[config.mk]
export PLATFORM = sky130hd
export DESIGN_NAME = gpio_ctrl
export DESIGN_NICKNAME = d
export VERILOG_FILES = /design/src/rtl/gpio_pkg.sv /design/src/rtl/gpio_bank.sv /design/src/rtl/gpio_regsel.sv /design/src/rtl/gpio_ctrl.sv
export SDC_FILE = /design/constraint.sdc
export NUM_CORES = 2
export LEC_CHECK = 0
export BUFFER_PORTS_ARGS = -buffer_cell sky130_fd_sc_hd__buf_2
export CORE_UTILIZATION = 55
export CTS_CLUSTER_SIZE = 24
export DETAILED_ROUTE_END_ITERATION = 16
export PLACE_DENSITY = 0.74
export SLEW_MARGIN = 20
export SYNTH_ARGS = -nofsm -noshare
export SYNTH_HDL_FRONTEND = slang
export SYNTH_SLANG_ARGS = --single-unit
[constraint.sdc]
create_clock -name clk -period 1.85 [get_ports clk]
set_input_delay 0.37 -clock clk [delete_from_list [all_inputs] [get_ports clk]]
set_output_delay 0.37 -clock clk [all_outputs]
set_load 0.005 [all_outputs]
[src/rtl/gpio_pkg.sv]
package gpio_pkg;

    localparam int NFN     = 11;
    localparam int FN_BITS = 4;

    typedef enum logic [FN_BITS-1:0] {
        FN_DIR  = 4'd0,
        FN_INV  = 4'd1,
        FN_PINS = 4'd2,
        FN_SET  = 4'd3,
        FN_CLR  = 4'd4,
        FN_RISE = 4'd5,
        FN_FALL = 4'd6,
        FN_HIGH = 4'd7,
        FN_LOW  = 4'd8,
        FN_STAT = 4'd9,
        FN_SRC  = 4'd10
    } gpio_fn_e;

endpackage

[src/rtl/gpio_bank.sv]
module gpio_bank
    import gpio_pkg::*;
#(
    parameter int W = 32
) (
    input  logic                clk,
    input  logic                rst_n,
    input  logic [NFN-1:0]      wr_sel,
    input  logic [W-1:0]        wdata,
    input  logic [W-1:0]        pin_i,
    output logic [NFN-1:0][W-1:0] rd_words,
    output logic [W-1:0]        dir_o,
    output logic [W-1:0]        out_o,
    output logic                any_o
);

    typedef struct packed {
        logic [W-1:0] dir;
        logic [W-1:0] inv;
        logic [W-1:0] dout;
        logic [W-1:0] ren;
        logic [W-1:0] fen;
        logic [W-1:0] hen;
        logic [W-1:0] len;
        logic [W-1:0] stat;
        logic [W-1:0] src;
        logic [W-1:0] s1;
        logic [W-1:0] s2;
        logic [W-1:0] prev;
    } bank_st_t;

    bank_st_t st_d, st_q;
    logic [W-1:0] lvl, edge_ev, lvl_ev, w1c;

    always_comb begin
        st_d    = st_q;
        lvl     = st_q.s2 ^ st_q.inv;
        edge_ev = (lvl & ~st_q.prev & st_q.ren) | (~lvl & st_q.prev & st_q.fen);
        lvl_ev  = (lvl & st_q.hen) | (~lvl & st_q.len);
        w1c     = wr_sel[FN_STAT] ? wdata : '0;

        st_d.s1   = pin_i;
        st_d.s2   = st_q.s1;
        st_d.prev = lvl;

        if (wr_sel[FN_DIR])  st_d.dir = wdata;
        if (wr_sel[FN_INV])  st_d.inv = wdata;
        if (wr_sel[FN_RISE]) st_d.ren = wdata;
        if (wr_sel[FN_FALL]) st_d.fen = wdata;
        if (wr_sel[FN_HIGH]) st_d.hen = wdata;
        if (wr_sel[FN_LOW])  st_d.len = wdata;
        if (wr_sel[FN_SET])  st_d.dout = st_q.dout | wdata;
        if (wr_sel[FN_CLR])  st_d.dout = st_q.dout & ~wdata;

        st_d.stat = (st_q.stat & ~w1c) | edge_ev | lvl_ev;
        st_d.src  = (st_q.src & ~w1c) | edge_ev;
    end

    always_ff @(posedge clk or negedge rst_n) begin
        if (!rst_n) st_q <= '0;
        else        st_q <= st_d;
    end

    always_comb begin
        rd_words          = '0;
        rd_words[FN_DIR]  = st_q.dir;
        rd_words[FN_INV]  = st_q.inv;
        rd_words[FN_PINS] = st_q.s2;
        rd_words[FN_RISE] = st_q.ren;
        rd_words[FN_FALL] = st_q.fen;
        rd_words[FN_HIGH] = st_q.hen;
        rd_words[FN_LOW]  = st_q.len;
        rd_words[FN_STAT] = st_q.stat;
        rd_words[FN_SRC]  = st_q.src;
    end

    assign dir_o = st_q.dir;
    assign out_o = st_q.dout;
    assign any_o = |st_q.stat;

endmodule

[src/rtl/gpio_regsel.sv]
module gpio_regsel
    import gpio_pkg::*;
#(
    parameter int NB = 3,
    parameter int W  = 32,
    parameter int BB = 2
) (
    input  logic [NB-1:0][NFN-1:0][W-1:0] words,
    input  logic [FN_BITS-1:0]            fn,
    input  logic [BB-1:0]                 bsel,
    output logic [W-1:0]                  rdata
);

    always_comb begin
        rdata = '0;
        for (int b = 0; b < NB; b++) begin
            for (int f = 0; f < NFN; f++) begin
                if (bsel == BB'(b) && fn == FN_BITS'(f)) rdata = words[b][f];
            end
        end
    end

endmodule

[src/rtl/gpio_ctrl.sv]
module gpio_ctrl
    import gpio_pkg::*;
#(
    parameter int NBANK = 3,
    parameter int BANKW = 32,
    parameter int AW    = 8
) (
    input  logic                   clk,
    input  logic                   rst_n,
    input  logic [AW-1:0]          bus_addr,
    input  logic                   bus_we,
    input  logic [BANKW-1:0]       bus_wdata,
    output logic [BANKW-1:0]       bus_rdata,
    input  logic [NBANK*BANKW-1:0] pin_in,
    output logic [NBANK*BANKW-1:0] pin_out,
    output logic [NBANK*BANKW-1:0] pin_oe,
    output logic                   irq
);

    localparam int BB     = 2;
    localparam int BS_LSB = 2;
    localparam int FN_LSB = BS_LSB + BB;

    typedef struct packed {
        logic [BANKW-1:0] rdata;
    } top_st_t;

    top_st_t top_d, top_q;

    logic [FN_BITS-1:0] fn;
    logic [BB-1:0]      bsel;
    logic [NBANK-1:0][NFN-1:0][BANKW-1:0] words;
    logic [NBANK-1:0][NFN-1:0] wr_sel;
    logic [NBANK-1:0]   bank_any;
    logic [BANKW-1:0]   rd_mux;

    assign fn   = bus_addr[FN_LSB +: FN_BITS];
    assign bsel = bus_addr[BS_LSB +: BB];

    for (genvar b = 0; b < NBANK; b++) begin : g_bank
        always_comb begin
            wr_sel[b] = '0;
            if (bus_we && bsel == BB'(b) && 32'(fn) < NFN) wr_sel[b] = NFN'(1) << fn;
        end

        gpio_bank #(.W(BANKW)) u_bank (
            .clk      (clk),
            .rst_n    (rst_n),
            .wr_sel   (wr_sel[b]),
            .wdata    (bus_wdata),
            .pin_i    (pin_in[b*BANKW +: BANKW]),
            .rd_words (words[b]),
            .dir_o    (pin_oe[b*BANKW +: BANKW]),
            .out_o    (pin_out[b*BANKW +: BANKW]),
            .any_o    (bank_any[b])
        );
    end

    gpio_regsel #(.NB(NBANK), .W(BANKW), .BB(BB)) u_sel (
        .words (words),
        .fn    (fn),
        .bsel  (bsel),
        .rdata (rd_mux)
    );

    always_comb begin
        top_d       = top_q;
        top_d.rdata = rd_mux;
    end

    always_ff @(posedge clk or negedge rst_n) begin
        if (!rst_n) top_q <= '0;
        else        top_q <= top_d;
    end

    assign bus_rdata = top_q.rdata;
    assign irq       = |bank_any;

endmodule

After elaboration in Yosys (flattened, before gate mapping)
Index checks and enable logic that the tools add are counted.
{ "op_classes": {"n_eq_ne": 12, "shifts": 1, "bitwise": 58, "order_cmp": 1, "n_reduce_logical": 45, "n_mux": 45} }
{ "op_table": {"columns": ["op", "n"], "rows": [
  ["2-to-1 mux 32 bit", 42],
  ["bitwise AND 32 bit", 27],
  ["bitwise OR 32 bit", 18],
  ["inverter 32 bit", 10],
  ["OR reduction 96 bit", 1],
  ["XOR 32 bit", 3],
  ["logical AND 1 bit", 39],
  ["2-to-1 mux 10 bit", 3],
  ["== test 4 x 3 -> 1 bit (second input constant)", 4],
  ["== test 4 bit (second input constant)", 3],
  ["<< shifter 1 x 4 -> 10 bit (first input constant)", 1],
  ["== test 4 x 2 -> 1 bit (second input constant)", 2],
  ["nonzero test 2 bit", 3],
  ["== test 4 x 1 -> 1 bit (second input constant)", 1],
  ["logical NOT 4 bit", 1],
  ["less-than comparator 4 bit (second input constant)", 1],
  ["== test 2 x 1 -> 1 bit (second input constant)", 1],
  ["== test 2 bit (second input constant)", 1],
  ["logical NOT 2 bit", 1]
]} }
{ "word_totals": {"inputBits": 139, "output_inout_bits": 225, "elab_cells": 199, "reg_bits": 1184} }

Longest topological paths before layout
{ "logic_depth": {"depth_word": 35, "depth_mapped": 11, "ltp_nobuf": 6} }

Cells and area by module
A second synthesis with hierarchy kept.
{ "hier_totals": {"cells_unflattened": 5430, "area_unflattened_um2": 62132.1} }
{ "modules_own_cells": {"columns": ["mod", "cells_each", "seq_area_each_um2", "n_inst", "area_each_um2"], "rows": [
  ["gpio_bank", 1359, 9609.2, 3, 17704.5],
  ["gpio_regsel", 1266, 0.0, 1, 7882.6],
  ["gpio_ctrl", 87, 800.8, 1, 1136.1]
]} }

Worst setup path after synthesis
No wires, ideal clock.
{ "synth_timing": {"kind": "input port to flip-flop", "start": "input port bus_addr[6]", "end": "register top_q, in the netlist bus_rdata[17]", "path_stages": 7, "path_slack_ns": -0.259, "t_arrival_ns": 1.975, "path_buffers": 2, "setup_ns": 0.134, "t_required_ns": 1.716, "cell_sequence": "buf_4 > or4_1 > buf_2 > or3_1 > a221o_1 > o21ai_1 > o211ai_1"} }
{ "synth_between": {"elab_chain_cells": 35, "word_cells_on_any_way": 77, "classes_between": "10 x eq/ne; 33 x mux; 34 x reduce/logical"} }
{ "synth_rtl": {"columns": ["item", "line_no", "source"], "rows": [
  ["from (decl)", "gpio_ctrl.sv:10", "input logic [AW-1:0] bus_addr,"],
  ["logical NOT 4 bit", "gpio_regsel.sv:18", "if (bsel == BB'(b) && fn == FN_BITS'(f)) rdata = words[b][f];"],
  ["logical AND 1 bit", "gpio_regsel.sv:18", null],
  ["2-to-1 mux 32 bit (32 in a row)", "gpio_regsel.sv:18", null],
  ["2-to-1 mux 32 bit (*)", "gpio_regsel.sv:18", null],
  ["net rd_mux[17]", "gpio_ctrl.sv:35", "logic [BANKW-1:0] rd_mux;"],
  ["to (signal assigned)", "gpio_ctrl.sv:73", "else top_q <= top_d;"],
  ["to (decl)", "gpio_ctrl.sv:28", "top_st_t top_d, top_q;"]
]} }
The timed path passes the listed nets; every way through them passes the cells marked *.
A chain may end at the register's enable or synchronous reset.

Worst setup path in the final report
{ "layout_timing": {"start": "register g_bank[0].u_bank.st_q, in the netlist g_bank[0].u_bank.rd_words[314]", "end": "output port irq"} }
{ "layout_between": {"elab_chain_cells": 1} }
{ "layout_rtl": {"columns": ["item", "line_no", "source"], "rows": [
  ["from (decl)", "gpio_bank.sv:32", "bank_st_t st_d, st_q;"],
  ["from (signal assigned)", "gpio_bank.sv:61", "else st_q <= st_d;"],
  ["OR reduction 96 bit", "gpio_ctrl.sv:77", "assign irq = |bank_any;"],
  ["to (decl)", "gpio_ctrl.sv:17", "output logic irq"]
]} }
Every way passes these cells.

==> results.md <==
- The flow ran to the end, but the final reports show violations.
- The final reports fail on setup timing.
- The first-iteration detailed-routing DRC count is about 6000.
- The post-layout net count is 5501.
- The post-detailed-route via-to-cell ratio is 6.58.
- The final worst-path setup slack is -1100 ps.
- The number of pins with negative max-slew slack in the final report is 0.
- The number of setup violations in the final report is 120.
- Walking the worst path, the cells encountered are nor4_1 -> nand4_1 -> nor4_4 -> nand2_2 -> buf_2.
- The number of cell rows is around 110.
- For this run, asynchronously set or reset flops after synthesis account for 1.00.
- The area inside the core boundary is 95200 um2.
- The endpoint arrival time on the critical path is 2580 ps.
- Counting distinct cell types in the post-synthesis netlist gives 84.
- Of the synthesized area, sequential elements account for 0.559.
- The number of inserted filler cells in the final layout is 6353.
- During synthesis, Yosys emitted a total of 0 warnings.
- The number of global-route vias before repair is 42900.
- The post-synthesis area per instance is 11.8 um2.
- The area occupied by registers is ~30000 um2.
- The final-report hold violation count is 0.
- For this design the total switching power over the nets is 18.5 mW.
- Relative to the synthesized area, the layout overhead comes to 29.9%.
- The slowest stage of the critical path is the sky130_fd_sc_hd__dfrtp_1 cell.
- The congestion estimate from routability-driven global placement came to 1.05.
- The maximum clock frequency is about 340 MHz.
- The detailed-router iteration count before antenna repair is 7.
- The initial utilization of the core area, before any placement, comes to 0.557.
- The count of buffers added on input and output ports is 361.
- The delay of the slowest critical-path stage is about 440 ps.
- In the synthesized netlist the dominant register cell turns out to be sky130_fd_sc_hd__dfrtp_1.
- The worst-case IR drop observed on VDD is ~1.0 mV.
- The share of power burned in registers is 0.480.
- Together, buffers and inverters on the worst path number 1.
- The overall die width is 312 um.
- The CTS tree is yes.
- Across the routed clock network, the largest skew measured is 44.2 ps.
- The element type at the critical path start is a flop.
- The number of nets in the synthesized netlist is 4627.
- After routing, the total negative slack on setup checks comes to -5620 ps.
- The ratio of cells with drive above 1 in the final layout is 0.418.
- In the final routed layout, each cell accounts on average for 31.1 um.
- Counting every sink on the clock net gives approximately 1200.
- Clock-pin slew was measured on the worst setup and hold paths at 60 ps.
- At the worst endpoint, the required time is about 1500 ps.
- The buffer type at the clock tree root is sky130_fd_sc_hd__clkbuf_16.
- The total wirelength of the detailed-routed design is 210000 um.
- The number of antenna violations at the first check in global routing is 4.
- In this run the count of I/O pins placed on the die edge is about 360.
- The measured slew at the worst slew-check pin is 737 ps.
- The fraction of met1 tracks used by global routing is 0.592.
- The class of the most critical hold timing path is primary input to flop.
- The slack of the worst reg-to-reg path is -190 ps.
- The die is 312 um tall.
- The die covers 97600 um2.
- Along the worst path, the maximum fanout reaches 2.
- The vias after detailed routing is 44300.
- The CTS H-tree depth is 3.
- The post-layout minimum cycle time is approximately 3000 ps.
- The analysis attributes to cell leakage a power of 32.5 nW.
- The type of the setup path with the least slack is flop to output pin.
- The category of cells accounting for the largest share of critical-path delay is simple AND/OR/NAND/NOR gates.
- The power per cell area is between 900 and 1000 nW/um2.
- The register bit count reported by yosys is roughly 1200.
- Measured against its own limit, the worst slew margin works out to 0.506.
- Summing every instance area after synthesis gives 53000 um2.
- The number of nets still failing antenna checks after routing is 0.
- Setup repair after global routing could not meet its margin everywhere.
- The total global routing track utilization is 0.420.
- For the worst-skew pair, the clock arrives at the later sink with an insertion delay of 750 ps.
- The clock network fraction of total power is 0.392.
- The number of buffers added by the clock tree synthesis step is 120.
- The first global-routing pass estimated around 300000 um of wire.
- For this run, global-route usage on met2 was measured as 0.595.
- The core utilization of the finished layout is 0.723.
- The multi-input combinational cell area is between 20000 and 25000 um2.
- The most heavily used metal layer in global routing is met2.
- Hold timing on the final database bottoms out at a slack of 74.9 ps.
- Global routing finished with a remaining overflow of 0.
- The internal power of the cells totals 48.9 mW.
- The type of element capturing the critical path is an output pin.
- The HPWL after detailed placement is ~150000 um.
- The gate count of the mapped netlist is between 4000 and 5000.
- Across the run, the number of max-cap violations was 0.
- The largest net degree at the start of global routing is 89.
- The power after layout is approximately 67 mW.
- In this run, synthesis inferred 0 flip-flops with an integrated enable.
- The clock passes through at most 3 buffers.
- After detailed routing, the number of remaining DRC violations is 0.
- The share of the cycle needed by the critical path after routing is 1.60.
- The share of total power dissipated in combinational logic is 0.129.
- For met3 alone, demand over resource in global routing was 0.125.
- Of the total power, the share spent switching nets is 0.275.
[metrics by stage]
step	cell area [um2]	cells	setup slack (ps)
2_1_floorplan	54000	4488	-213
3_3_place_gp	61100	6322	-1170
3_5_place_dp	61100	6322	-1080
4_1_cts	67500	6697	-1050
5_1_grt	68800	6734	-1070
6_report	68800	6735	-1100
[sequential cells by signal, summed over array words and instances, names as in the netlist, named ones only]
signal                  count
g_bank.u_bank.dir_o        96
g_bank.u_bank.st_d         96
g_bank.u_bank.st_q         96
bus_rdata                  32
g_bank.u_bank.rd_words    768
[cells in the final DEF (no fill, tap or decap), types with 50 or more instances in the layout]
master	instances
sky130_fd_sc_hd__o22ai_1	88
sky130_fd_sc_hd__a31oi_1	74
sky130_fd_sc_hd__clkbuf_16	125
sky130_fd_sc_hd__dfrtp_1	1175
sky130_fd_sc_hd__nand2_1	350
sky130_fd_sc_hd__a22oi_1	84
sky130_fd_sc_hd__a221oi_1	58
sky130_fd_sc_hd__o21ai_0	169
sky130_fd_sc_hd__xor2_1	63
sky130_fd_sc_hd__buf_2	354
sky130_fd_sc_hd__buf_6	62
sky130_fd_sc_hd__buf_12	143
sky130_fd_sc_hd__a211o_1	67
sky130_fd_sc_hd__nand3b_1	66
sky130_fd_sc_hd__mux2_4	50
sky130_fd_sc_hd__nand3_1	59
sky130_fd_sc_hd__a21oi_1	206
sky130_fd_sc_hd__mux2_2	589
sky130_fd_sc_hd__dlygate4sd3_1	97
sky130_fd_sc_hd__a21o_1	63
sky130_fd_sc_hd__nor2_1	69
sky130_fd_sc_hd__buf_4	590
[worst register-to-register path, cell delays in order (launching register included)]
cell and delay, ps:
sky130_fd_sc_hd__dfrtp_1 520, sky130_fd_sc_hd__a32o_2 330, sky130_fd_sc_hd__a211oi_4 280, sky130_fd_sc_hd__o2111ai_4 210, sky130_fd_sc_hd__a211oi_2 290, sky130_fd_sc_hd__buf_4 170, sky130_fd_sc_hd__o211ai_1 90
[logic make-up after synthesis]
family,synth area share
flops,0.559
xor+xnor,0.0160
simple gates,0.0866
mux,0.144
buf+inv,0.0576
compound gates,0.137
[routing by layer]
layer  up-vias  wire, um  share of wire
met2      3101     88600           0.42
met1     22600     81400           0.39
met3       609     27000           0.13
met4         4     12500          0.060
met5         -        23        0.00011
li1      18000         -              -
[power by group through the flow]
stage / clock network (mW) / logic [mW] / registers, mW
after global placement: 0 / 7.74 / 32.4
after floorplan: 0 / 5.22 / 31.1
after global routing: 27.5 / 9.24 / 32.5
after detailed placement: 0 / 7.98 / 32.4
after CTS: 26.5 / 8.35 / 32.1
final: 26.4 / 8.67 / 32.3
[final timing paths]
path,depth (start not counted),endpoint,start
setup / recovery,5,irq,g_bank[0].u_bank.rd_words[314]
hold / removal,2,flop,bus_wdata[22]
setup reg to reg,6,bus_rdata[13],g_bank[0].u_bank.rd_words[301]
hold reg to reg,0,g_bank[0].u_bank.rd_words[67],g_bank[0].u_bank.st_d[35]
max in group asynchronous,3,asynchronous set/reset pin,rst_n
min in group asynchronous,2,g_bank[1].u_bank.rd_words[333],rst_n
[final cells by class]
type | instances | area share
Antenna cell | 1 | 0.0000364
Clock buffer | 163 | 0.0496
Clock inverter | 66 | 0.0130
Inverter | 38 | 0.00207
Multi-Input combinational cell | 2752 | 0.320
Sequential cell | 1184 | 0.431
Tap cell | 1265 | 0.0230
Timing Repair Buffer | 1266 | 0.162
[synth_stat cells, drive strengths merged (9+ instances only)]
master | number | area, um2
dfrtp | 1184 | 29600
mux2 | 639 | 7200
nand2 | 375 | 1410
buf | 352 | 2300
a21oi | 242 | 1210
o21ai | 202 | 1010
clkbuf | 162 | 608
o22ai | 93 | 582
a22oi | 92 | 691
nor2 | 91 | 392
a221oi | 79 | 692
a31oi | 78 | 488
a211o | 69 | 606
nand3 | 69 | 350
nand3b | 66 | 495
a21o | 63 | 473
xor2 | 63 | 552
nor4 | 52 | 332
and3 | 43 | 269
mux2i | 43 | 430
nor3 | 40 | 258
a211oi | 39 | 303
inv | 38 | 143
nor3b | 36 | 275
xnor2 | 34 | 298
o211ai | 31 | 233
nand4 | 29 | 181
or3 | 26 | 163
a221o | 15 | 150
a22o | 15 | 131
a222oi | 12 | 120
nand2b | 12 | 77.6
o2111ai | 10 | 87.6
a2111oi | 9 | 97.6
o21a | 9 | 67.6
[what timing repair did]
item                                    4_1_cts  5_1_grt
hold endpoints to repair                    866        0
gates cloned                                  4        5
hold buffers                                 97        0
pin swaps                                    57      108
endpoints found under the setup margin       69      146
resized for setup                           160      206
buffers inserted                             49       43
(Power assumes the default switching activity.)
